## config.mk

```make
export PLATFORM = sky130hd
export DESIGN_NAME = wave_cnt_wait
export DESIGN_NICKNAME = d
export VERILOG_FILES = /design/src/rtl/wcw_pkg.sv /design/src/rtl/wcw_counter.sv /design/src/rtl/wcw_issue_gate.sv /design/src/rtl/wcw_wait_eval.sv /design/src/rtl/wave_cnt_wait.sv
export SDC_FILE = /design/constraint.sdc
export NUM_CORES = 1
export LEC_CHECK = 0
export BUFFER_PORTS_ARGS = -buffer_cell sky130_fd_sc_hd__buf_4
export CORE_MARGIN = 2
export CORE_UTILIZATION = 55
export CTS_CLUSTER_SIZE = 30
export DETAILED_ROUTE_END_ITERATION = 16
export PLACE_DENSITY = 0.8
export RECOVER_POWER = 100
export SLEW_MARGIN = 20
export SYNTH_ARGS = -nofsm -noshare
export SYNTH_HDL_FRONTEND = slang
export SYNTH_SLANG_ARGS = --single-unit
```

## constraint.sdc

```tcl
create_clock -name clk -period 5.8 [get_ports clk]
set_input_delay 0.87 -clock clk [delete_from_list [all_inputs] [get_ports clk]]
set_output_delay 0.87 -clock clk [all_outputs]
set_load 0.005 [all_outputs]
```

## src/rtl/wcw_pkg.sv

```systemverilog
package wcw_pkg;

    localparam int VM_W_DEF = 4;
    localparam int LG_W_DEF = 5;
    localparam int EX_W_DEF = 3;

    typedef enum logic [2:0] {
        OP_VMEM = 3'd0,
        OP_FLAT = 3'd1,
        OP_LDS  = 3'd2,
        OP_GDS  = 3'd3,
        OP_MSG  = 3'd4,
        OP_SMEM = 3'd5,
        OP_EXP  = 3'd6,
        OP_NONE = 3'd7
    } op_kind_e;

    // which counters an operation kind occupies
    typedef struct packed {
        logic vm;
        logic lg;
        logic ex;
        logic unord;   // completes out of order on the shared path
    } cls_hit_t;

    function automatic cls_hit_t classify(input logic [2:0] k);
        cls_hit_t h;
        h = '0;
        case (op_kind_e'(k))
            OP_VMEM: h.vm = 1'b1;
            OP_FLAT: begin h.vm = 1'b1; h.lg = 1'b1; h.unord = 1'b1; end
            OP_LDS,
            OP_GDS,
            OP_MSG:  h.lg = 1'b1;
            OP_SMEM: begin h.lg = 1'b1; h.unord = 1'b1; end
            OP_EXP:  h.ex = 1'b1;
            default: h = '0;
        endcase
        return h;
    endfunction

endpackage

```

## src/rtl/wcw_counter.sv

```systemverilog
module wcw_counter #(
    parameter int W = 4
) (
    input  logic         clk,
    input  logic         rst,
    input  logic         inc,
    input  logic         dec,
    output logic [W-1:0] cnt,
    output logic         full
);
    localparam logic [W-1:0] MAXV = {W{1'b1}};

    logic up, down;

    // a decrement at zero is dropped; an increment at full is dropped
    assign down = dec && (cnt != '0);
    assign up   = inc && (cnt != MAXV);
    assign full = (cnt == MAXV);

    always_ff @(posedge clk) begin
        if (rst) begin
            cnt <= '0;
        end else if (up && !down) begin
            cnt <= cnt + 1'b1;
        end else if (down && !up) begin
            cnt <= cnt - 1'b1;
        end
    end
endmodule

```

## src/rtl/wcw_issue_gate.sv

```systemverilog
module wcw_issue_gate
    import wcw_pkg::*;
(
    input  logic       iss_valid,
    input  logic [2:0] iss_kind,
    input  logic       vm_full,
    input  logic       lg_full,
    input  logic       ex_full,
    input  logic       un_full,
    output logic       iss_ok,
    output cls_hit_t   inc
);
    cls_hit_t need;

    always_comb begin
        need   = classify(iss_kind);
        iss_ok = !((need.vm && vm_full) ||
                   (need.lg && lg_full) ||
                   (need.ex && ex_full) ||
                   (need.unord && un_full));
        inc    = (iss_valid && iss_ok) ? need : '0;
    end
endmodule

```

## src/rtl/wcw_wait_eval.sv

```systemverilog
module wcw_wait_eval #(
    parameter int VM_W = 4,
    parameter int LG_W = 5,
    parameter int EX_W = 3
) (
    input  logic            wait_req,
    input  logic [VM_W-1:0] cnt_vm,
    input  logic [LG_W-1:0] cnt_lg,
    input  logic [EX_W-1:0] cnt_ex,
    input  logic            unord_pending,
    input  logic [VM_W-1:0] thr_vm,
    input  logic [LG_W-1:0] thr_lgkm,
    input  logic [EX_W-1:0] thr_exp,
    output logic            ready,
    output logic            wait_hazard
);
    logic skip_vm, skip_lg, skip_ex;
    logic ok_vm, ok_lg, ok_ex;

    always_comb begin
        skip_vm = &thr_vm;
        skip_lg = &thr_lgkm;
        skip_ex = &thr_exp;
        ok_vm   = skip_vm || (cnt_vm <= thr_vm);
        ok_lg   = skip_lg || (cnt_lg <= thr_lgkm);
        ok_ex   = skip_ex || (cnt_ex <= thr_exp);
        ready   = wait_req && ok_vm && ok_lg && ok_ex;
        // an out-of-order shared-path op makes only a zero threshold safe
        wait_hazard = wait_req && (thr_lgkm != '0) && !skip_lg && unord_pending;
    end
endmodule

```

## src/rtl/wave_cnt_wait.sv

```systemverilog
module wave_cnt_wait
    import wcw_pkg::*;
#(
    parameter int VM_W = VM_W_DEF,
    parameter int LG_W = LG_W_DEF,
    parameter int EX_W = EX_W_DEF
) (
    input  logic            clk,
    input  logic            rst,
    input  logic            iss_valid,
    input  logic [2:0]      iss_kind,
    output logic            iss_ok,
    input  logic            cpl_vm,
    input  logic            cpl_lgkm,
    input  logic [2:0]      cpl_lgkm_kind,
    input  logic            cpl_exp,
    input  logic            wait_req,
    input  logic [VM_W-1:0] thr_vm,
    input  logic [LG_W-1:0] thr_lgkm,
    input  logic [EX_W-1:0] thr_exp,
    output logic            ready,
    output logic            wait_hazard
);
    logic [VM_W-1:0] cnt_vm;
    logic [LG_W-1:0] cnt_lg;
    logic [EX_W-1:0] cnt_ex;
    logic [LG_W-1:0] cnt_un;
    logic            vm_full, lg_full, ex_full, un_full;
    cls_hit_t        inc;
    cls_hit_t        cpl_cls;
    logic            un_dec;

    always_comb begin
        cpl_cls = classify(cpl_lgkm_kind);
        un_dec  = cpl_lgkm && cpl_cls.unord;
    end

    wcw_issue_gate u_gate (
        .iss_valid (iss_valid),
        .iss_kind  (iss_kind),
        .vm_full   (vm_full),
        .lg_full   (lg_full),
        .ex_full   (ex_full),
        .un_full   (un_full),
        .iss_ok    (iss_ok),
        .inc       (inc)
    );

    wcw_counter #(.W(VM_W)) u_vm (
        .clk (clk), .rst (rst), .inc (inc.vm), .dec (cpl_vm),
        .cnt (cnt_vm), .full (vm_full)
    );

    wcw_counter #(.W(LG_W)) u_lg (
        .clk (clk), .rst (rst), .inc (inc.lg), .dec (cpl_lgkm),
        .cnt (cnt_lg), .full (lg_full)
    );

    wcw_counter #(.W(EX_W)) u_ex (
        .clk (clk), .rst (rst), .inc (inc.ex), .dec (cpl_exp),
        .cnt (cnt_ex), .full (ex_full)
    );

    // shadow count of shared-path operations that may retire out of order
    wcw_counter #(.W(LG_W)) u_un (
        .clk (clk), .rst (rst), .inc (inc.unord), .dec (un_dec),
        .cnt (cnt_un), .full (un_full)
    );

    wcw_wait_eval #(.VM_W(VM_W), .LG_W(LG_W), .EX_W(EX_W)) u_eval (
        .wait_req      (wait_req),
        .cnt_vm        (cnt_vm),
        .cnt_lg        (cnt_lg),
        .cnt_ex        (cnt_ex),
        .unord_pending (cnt_un != '0),
        .thr_vm        (thr_vm),
        .thr_lgkm      (thr_lgkm),
        .thr_exp       (thr_exp),
        .ready         (ready),
        .wait_hazard   (wait_hazard)
    );
endmodule

```

; Word level (Yosys, flattened, before mapping)
; Cells that the tools add are included.
; W data, S select, Z words.
[op_classes]
add_sub_neg = 8
magnitude_cmp = 3
eq_ne = 16
mux = 14
n_reduce_logical = 61
[op_table]
columns = cell, n
row1 = $logic_and A1 B1 Y1, 28
row2 = $mux W5, 4
row3 = $eq A3 B3 Y1 const B, 5
row4 = $reduce_bool A5 Y1, 3
row5 = $mux W4, 3
row6 = $add A5 B1 Y5 const B, 2
row7 = $eq A5 B5 Y1 const B, 2
row8 = $logic_not A1 Y1, 10
row9 = $ne A5 B5 Y1 const B, 2
row10 = $sub A5 B1 Y5 const B, 2
row11 = $reduce_bool A2 Y1, 4
row12 = $eq A3 B1 Y1 const B, 2
row13 = $eq A3 B2 Y1 const B, 2
row14 = $logic_or A1 B1 Y1, 6
row15 = $mux W3, 2
row16 = $reduce_or A2 Y1, 3
row17 = $le A5 B5 Y1, 1
row18 = $mux W1, 5
row19 = $reduce_and A5 Y1, 1
row20 = $reduce_or A5 Y1, 1
row21 = $add A4 B1 Y4 const B, 1
row22 = $eq A4 B4 Y1 const B, 1
row23 = $le A4 B4 Y1, 1
row24 = $ne A4 B4 Y1 const B, 1
row25 = other kinds (10), 10
[totals]
regBits = 17
inputBits = 25
out_inout_bits = 3
word_cells = 106

; Logic depth before layout (Yosys ltp)
; Gate-level depths: netlist of run 1.
[logic_depth]
ltp_word = 15
depth_mapped = 12
ltp_nobuf = 12

; Hierarchy
; From an unflattened synthesis of run 1, not the netlist that was laid out.
[unflattened]
cells_unflattened = 200
hier_area_um2 = 1631.6
[by_module_without_submodules]
columns = mod, n_inst, cells_each, area_per_inst_um2, seq_area_each_um2
row1 = wcw_counter at u_lg ..., 2, 41, 351.6, 100.1
row2 = wcw_wait_eval, 1, 50, 341.6, 0.0
row3 = wcw_counter at u_vm, 1, 29, 286.5, 80.1
row4 = wcw_counter at u_ex, 1, 17, 167.7, 60.1
row5 = wcw_issue_gate, 1, 17, 112.6, 0.0
row6 = wave_cnt_wait, 1, 5, 20.0, 0.0

; Worst setup path after synthesis of run 1
; OpenSTA, ideal clock, no wires.
[synth_path]
path_kind = input-to-reg
from = in iss_kind[1]
to = reg u_lg.cnt[4]
setup_ns = 0.123
t_arrival_ns = 3.148
required_time_ns = 5.677
path_slack_ns = 2.529
path_stages = 12
n_path_buf = 0
path_cell_list = inv_1 -> ha_1 -> a31oi_2 -> o221ai_4 -> nor4b_2 -> ha_1 -> inv_1 -> ha_1 -> a21oi_1 -> a211oi_1 -> a31oi_1 -> mux2_1
[synth_between]
elab_chain_cells = 14
elab_cells_between_ends = 30
classes_between = 6 x eq/ne / 6 x mux / 18 x reduce/logical
[synth_rtl]
columns = item, line
row1 = "start, declared", wave_cnt_wait.sv:11  ; input logic [2:0] iss_kind,
row2 = $eq A3 B2 Y1 (tied with other cells), wcw_pkg.sv:29  ; case (op_kind_e'(k))
row3 = $reduce_or A5 Y1 (no source line) / $reduce_or A2 Y1 (equally long branches), --
row4 = $mux W1, wcw_pkg.sv:29
row5 = $logic_and A1 B1 Y1 (on tied branches), "wcw_issue_gate.sv:18, wcw_issue_gate.sv:17"
row6 = $logic_or A1 B1 Y1, wcw_issue_gate.sv:17  ; iss_ok = !((need.vm && vm_full) ||
row7 = $logic_or A1 B1 Y1, wcw_issue_gate.sv:18  ; (need.lg && lg_full) ||
row8 = $logic_or A1 B1 Y1, wcw_issue_gate.sv:19  ; (need.ex && ex_full) ||
row9 = $logic_not A1 Y1, wcw_issue_gate.sv:17
row10 = $logic_and A1 B1 Y1, wcw_issue_gate.sv:21  ; inc = (iss_valid && iss_ok) ? need : '0;
row11 = $mux W4 (*), wcw_issue_gate.sv:21
row12 = $logic_and A1 B1 Y1 (*), wcw_counter.sv:17  ; assign up = inc && (cnt != MAXV);
row13 = $logic_not A1 Y1, wcw_counter.sv:25  ; end else if (down && !up) begin
row14 = $logic_and A1 B1 Y1, wcw_counter.sv:25
row15 = $reduce_bool A2 Y1 (no source line), --
row16 = "end signal, assigned", wcw_counter.sv:24  ; cnt <= cnt + 1'b1;
row17 = "end signal, assigned", wcw_counter.sv:26  ; cnt <= cnt - 1'b1;
row18 = "end, declared", wcw_counter.sv:8  ; output logic [W-1:0] cnt,
; Every way passes the cells marked *; elsewhere a longest branch is shown, timed or not.
; A chain may end at the register's enable or synchronous reset.

; Worst setup path in the final report of run 1
[layout_path]
from = in iss_kind[1]
to = reg u_un.cnt[4]
[layout_between]
elab_chain_cells = 14
elab_cells_between_ends = 30
classes_between = 6 x eq/ne / 6 x mux / 18 x reduce/logical
[layout_rtl]
columns = item, line
row1 = $eq A3 B2 Y1 (tied with other cells), wcw_pkg.sv:29
row2 = $reduce_or A5 Y1 (no source line) / $reduce_or A2 Y1 (equally long branches), --
row3 = $mux W1, wcw_pkg.sv:29
row4 = $logic_and A1 B1 Y1 (on tied branches), "wcw_issue_gate.sv:18, wcw_issue_gate.sv:17"
row5 = $logic_or A1 B1 Y1, wcw_issue_gate.sv:17
row6 = $logic_or A1 B1 Y1, wcw_issue_gate.sv:18
row7 = $logic_or A1 B1 Y1, wcw_issue_gate.sv:19
row8 = $logic_not A1 Y1, wcw_issue_gate.sv:17
row9 = $logic_and A1 B1 Y1, wcw_issue_gate.sv:21
row10 = $mux W4 (*), wcw_issue_gate.sv:21
row11 = $logic_and A1 B1 Y1 (*), wcw_counter.sv:17
row12 = $logic_not A1 Y1, wcw_counter.sv:25
row13 = $logic_and A1 B1 Y1, wcw_counter.sv:25
row14 = $reduce_bool A2 Y1 (no source line), --
row15 = "end signal, assigned", wcw_counter.sv:24
row16 = "end signal, assigned", wcw_counter.sv:26
row17 = "end, declared", wcw_counter.sv:8
; Marks and branches as above.

==> results of run 1 <==
==> final cells by class <==
cell class	count	area share, %
Clock buffer	3	1.24
Sequential cell	17	18.7
Tap cell	31	2.13
Inverter	20	4.12
Timing Repair Buffer	26	10.3
Clock inverter	1	0.275
Multi-Input combinational cell	148	63.2
==> cells by family after synthesis <==
kind of cell	Yosys count
flip-flops	17
buffers and inverters	25
adder cells (fa/ha/maj)	29
AND/OR/NAND/NOR	70
AO/OA/AOI/OAI	34
XOR/XNOR	8
multiplexers	7
==> registers in the layout (all words and copies together) (netlist names) <==
register,flops
u_lg.cnt,5
u_un.cnt,5
u_vm.cnt,4
u_ex.cnt,3
==> power groups by stage <==
stage	clock, W	combinational, W	sequential, W
final	0.0000659	0.000404	0.000226
after global routing	0.0000719	0.000469	0.000235
after floorplan	0	0.000317	0.000211
after CTS	0.0000706	0.000408	0.000227
after global placement	0	0.000375	0.000227
after detailed placement	0	0.000404	0.000230
==> per-stage QoR <==
stage	total power [W]	hold slack, ns	instance area, um^2	setup slack, ns
2_1_floorplan	0.000528	0.488	1630	2.53
3_3_place_gp	0.000602	0.519	1840	2.23
3_5_place_dp	0.000634	0.536	1840	2.18
4_1_cts	0.000705	0.550	1870	2.51
5_1_grt	0.000776	0.608	1820	2.03
6_report	0.000695	0.554	1820	2.33
==> critical path: stages <==
cell and delay [ns]:
clkbuf_1 0.10, inv_1 0.08, ha_1 0.29, a31oi_1 0.20, o221ai_1 0.25, nor4b_1 0.39
ha_1 0.24, inv_1 0.11, ha_1 0.34, a21oi_1 0.19, a211oi_1 0.10, a31oi_1 0.17
mux2_1 0.33
==> Yosys cell counts, types with 3 or more instances <==
library cell and count:
dfxtp_1 17, nand2_1 6, a21oi_1 12, a31oi_1 3
o21ai_0 3, and3_1 4, nor2b_1 6, fa_1 4
a211oi_1 4, nor2_1 24, mux2_1 3, nand3_1 7
nor4b_2 3, mux2i_1 4, a21o_1 3, nand4_1 3
or4_1 3, xnor2_1 3, ha_1 25, xor2_1 5
or3_1 4, inv_1 20
==> worst max-delay path by stage <==
stage	from	end	cells past startpoint
global placement	iss_kind[1]	u_lg.cnt[4]	13
detailed placement	iss_kind[1]	u_un.cnt[4]	13
global route	iss_kind[1]	u_un.cnt[4]	13
CTS	iss_kind[1]	u_vm.cnt[3]	13
finish	iss_kind[1]	u_un.cnt[4]	13
floorplan	iss_kind[1]	u_lg.cnt[4]	12
==> routing by layer <==
metal	track usage (%)	vias up	share of wire (%)	routed length, um
met5	0	-	0	0
met4	5.65	0	0.78	25
met3	2.20	4	2.1	69
met2	39.5	16	51	1640
met1	26.2	667	46	1480
li1	-	733	-	-
==> impl_metrics.ini, run 1 <==
[run_status]
status = finished, final reports clean

[layout]
finalNetCount = 270
drive_above_1_share_pct = 14.4
multi_input_area_um2 = 1150
seq_area_um2 = 340
layoutNonFillerInstCount = 246
n_fill_cell = 252
n_antenna_cell = 0
fin_util_pct = 65.5
final_common_cell = ha_1
area_delta_synth_final_pct = 11.6
mostFrequentLayoutCells = ha_1, nor2_1, buf_4

[die]
dieArea_um2 = 3420
ios = 28
die_w_um = 58.5
start_util_pct = 58.7
fp.dieH_um = 58.5
core-area_um2 = 2780
rows = 19

[power]
power_frac_seq_pct = 32.5
total_leakage_power_nw = 0.887
powerDensity_nw_per_um2 = 382
ir_drop_mv = 0.250
p_int_w = 0.000390
combPwrFrac_pct = 58.1
switching_share_pct = 43.9
p_sw_w = 0.000305
power_frac_clock_pct = 9.5

[worst_setup_path]
crit_required_ns = 6.00
path_max_fanout = 5
r2r.worst_path.cells = 11
reg2reg_slack_ns = 2.85
critical_path_class = in -> reg
arrival_ns = 3.67
r2r_end = u_un.cnt[4]
r2r-start = u_vm.cnt[1]
cp-end-kind = register
start_kind = input pin

[grt]
grt_max_degree = 25
grt_pass1_wl_um = 5840
grt_use_total_pct = 21.4
antenna_found_initial = 0
grt_pass1_vias = 1432
grt_overflow = 0

[clock_network]
cts_tree = done
clk_pin_slew_ns = 0.11
clock_path_buffers = 2
cts_root_buf = clkbuf_4
cts_max_level = 1
tritoncts.num_buffers = 3
postCtsSetupBuffers = 0
cts_resized = 0
clkLatencyLatePin_ns = 0.30
cts_hold_buf = 0
cts.sinks = 17

[sta]
tightest_slew_ns = 0.411
drv_slew = 0
post-route-period-util_pct = 59.9
hold_viol_final = 0
fmax_mhz = 288
max_slew_margin_pct = 72.6
setup_viol = 0
rsz0062_at_grt = false
period_minus_slack_ns = 3.47
fin_tns_setup_ns = 0
finClkSkew_ns = 0.0106

[synth]
avgSynthCellArea_um2 = 8.59
synth_area_um2 = 1630
synth_compound_area_share_pct = 15.3
synthMuxAreaShare_pct = 4.52
synth-xor-area-share_pct = 4.29
synth_cell_types = 40
synth-edff-count = 0
yosysWarnings = 0
async_flop_share_pct = 0
synth_area_leader_cell = dfxtp_1
synth_nets = 244
synthTopCellsByArea = dfxtp_1, ha_1, nor2_1
synth_top_area_share_pct = 20.9
seq_area_frac_synth_pct = 20.9
synthFlopType = dfxtp_1
synth_top_family_by_area = simple AND/OR/NAND/NOR gates
postSynthCellCount = 190
synth_simple_gate_area_share_pct = 25.0
ys_seq_elements = 17
synthAdderAreaFrac_pct = 24.1

[detailed_routing]
ant_nets = 0
drtPass1Iterations = 4
wire_per_inst_um = 13.1
vias_per_cell = 5.77
drt_iter0_drc = 42
wl_um = 3220
num_vias = 1420
post-route-drc-count = 0

[place]
dp_cells = 242
port_buffers = 26
dpl.hpwl_um = 2670
routabilityCongestion = 0.785

[min_path]
hold_path.class = reg -> reg
whs_path_depth = 2
min_to = u_ex.cnt[2]
hp-start = u_ex.cnt[2]

[run]
maxCapViolations = 0
Power figures use the tool's default switching activity.
==> inputs of run 2 (changes only) <==
==> constraint.sdc (replaced) <==
create_clock -name clk -period 3.4 [get_ports clk]
set_input_delay 0.51 -clock clk [delete_from_list [all_inputs] [get_ports clk]]
set_output_delay 0.51 -clock clk [all_outputs]
set_load 0.005 [all_outputs]
==> impl_metrics.ini, run 2 (synthesis results as in run 1) <==
[run_status]
status = finished, final reports clean

[clock_network]
cts_max_level = 1
clk_pin_slew_ns = 0.11
postCtsSetupBuffers = 0
clkLatencyLatePin_ns = 0.30
tritoncts.num_buffers = 3
clock_path_buffers = 2
cts_hold_buf = 0
cts_tree = done
cts_root_buf = clkbuf_4
cts.sinks = 17
cts_resized = 0

[die]
ios = 28
dieArea_um2 = 3420
core-area_um2 = 2780
fp.dieH_um = 58.5
rows = 19
die_w_um = 58.5
start_util_pct = 58.7

[layout]
n_antenna_cell = 0
mostFrequentLayoutCells = ha_1, buf_4, nor2_1
area_delta_synth_final_pct = 12.8
n_fill_cell = 227
drive_above_1_share_pct = 16.3
layoutNonFillerInstCount = 246
finalNetCount = 270
fin_util_pct = 66.2
reg_top3 = u_lg.cnt (5), u_un.cnt (5), u_vm.cnt (4)

[sta]
rsz0062_at_grt = false
post-route-period-util_pct = 91.2
max_slew_margin_pct = 69.2
setup_viol = 0
hold_viol_final = 0
drv_slew = 0
whs_ns = 0.538
fmax_mhz = 322
period_minus_slack_ns = 3.10
finClkSkew_ns = 0.00619
fin_tns_setup_ns = 0
tightest_slew_ns = 0.463

[worst_setup_path]
arrival_ns = 3.30
cp_common_cell = ha_1
critical_path_class = in -> reg
cp-end-kind = register
r2r-start = u_vm.cnt[1]
crit_path_top_delay_cell = nor4b_1
r2r.worst_path.cells = 11
start_kind = input pin
path_max_fanout = 5
crit_chain = clkbuf_4 -> inv_1 -> ha_1 -> a31oi_2 -> o221ai_1 -> nor4b_1 -> ha_1 -> inv_1 -> ha_1 -> a21oi_1 -> a211oi_1 -> a31oi_1 -> mux2_1
critical_path.top_delay_family = compound AO/OA/AOI/OAI gates
cpPeakStageDelay_ns = 0.37
crit_required_ns = 3.60
r2r_end = u_lg.cnt[4]
crit_buf_inv = 3
reg2reg_slack_ns = 0.42

[detailed_routing]
vias_per_cell = 6.00
drt_iter0_drc = 43
num_vias = 1475
wire_per_inst_um = 13.7
wl_um = 3360
post-route-drc-count = 0
drtPass1Iterations = 4
ant_nets = 0

[min_path]
hold_path.class = reg -> reg
hp-start = u_ex.cnt[2]
min_to = u_ex.cnt[2]
whs_path_depth = 2

[grt]
grt_overflow = 0
grt_pass1_wl_um = 6080
grt_use_total_pct = 22.2
antenna_found_initial = 0
grt_max_degree = 25
grt_pass1_vias = 1495

[run]
maxCapViolations = 0

[place]
dpl.hpwl_um = 2770
port_buffers = 26
routabilityCongestion = 0.811
dp_cells = 242

[power]
fin_total_pwr_w = 0.00118
total_leakage_power_nw = 0.897
powerDensity_nw_per_um2 = 643
ir_drop_mv = 0.448
-- run 2: cell types whose count changed in the layout (fill, tap and decap cells not counted) --
cell / change
a31oi_1: -1
a31oi_2: +1
buf_4: +3
clkbuf_1: -2
clkbuf_4: -1
nor4b_1: -1
nor4b_2: +1
-- run 2: report_power, final --
group	switching, W	total [W]	internal [W]	leakage, nW
clock	0.0000692	0.000113	0.0000438	0.0177
sequential	0.000113	0.000387	0.000273	0.140
combinational	0.000337	0.000685	0.000348	0.739
total	0.000519	0.00118	0.000665	0.897
-- run 2: metal layers --
metal | track usage [%] | vias up | routed length, um
li1 | - | 734 | -
met3 | 5.27 | 2 | 164
met4 | 3.32 | 0 | 8
met5 | 0 | - | 0
met2 | 43.3 | 39 | 1840
met1 | 24.6 | 700 | 1350
-- run 2: worst max-delay path by stage --
stage	from	endpoint	slack, ns	cells past startpoint
after floorplan	iss_kind[1]	u_lg.cnt[4]	0.49	12
after global placement	iss_kind[1]	u_lg.cnt[4]	0.19	13
after detailed placement	iss_kind[1]	u_un.cnt[4]	0.10	13
after CTS	iss_kind[1]	u_un.cnt[4]	0.42	13
after global routing	iss_kind[1]	u_lg.cnt[4]	0.11	13
final	iss_kind[1]	u_lg.cnt[4]	0.30	13
-- run 2: metrics by stage --
step	area [um^2]	worst slack (ns)
final	1840	0.299
after floorplan	1630	0.489
after global placement	1840	0.193
after detailed placement	1840	0.104
after global routing	1840	0.109
after CTS	1870	0.422
-- run 2: final cells by class --
class / instances / area [um^2] / area share (%)
Clock inverter: 1 / 5.00 / 0.272
Clock buffer: 3 / 22.5 / 1.22
Tap cell: 31 / 38.8 / 2.11
Timing Repair Buffer: 26 / 195 / 10.6
Inverter: 20 / 75.1 / 4.08
Multi-Input combinational cell: 148 / 1160 / 63.2
Sequential cell: 17 / 340 / 18.5
-- run 2: tightest hold or removal path, cell delays in order (launching register included) --
cell     delay [ns]
dfxtp_1        0.36
o21ai_0        0.08
a21oi_1        0.06
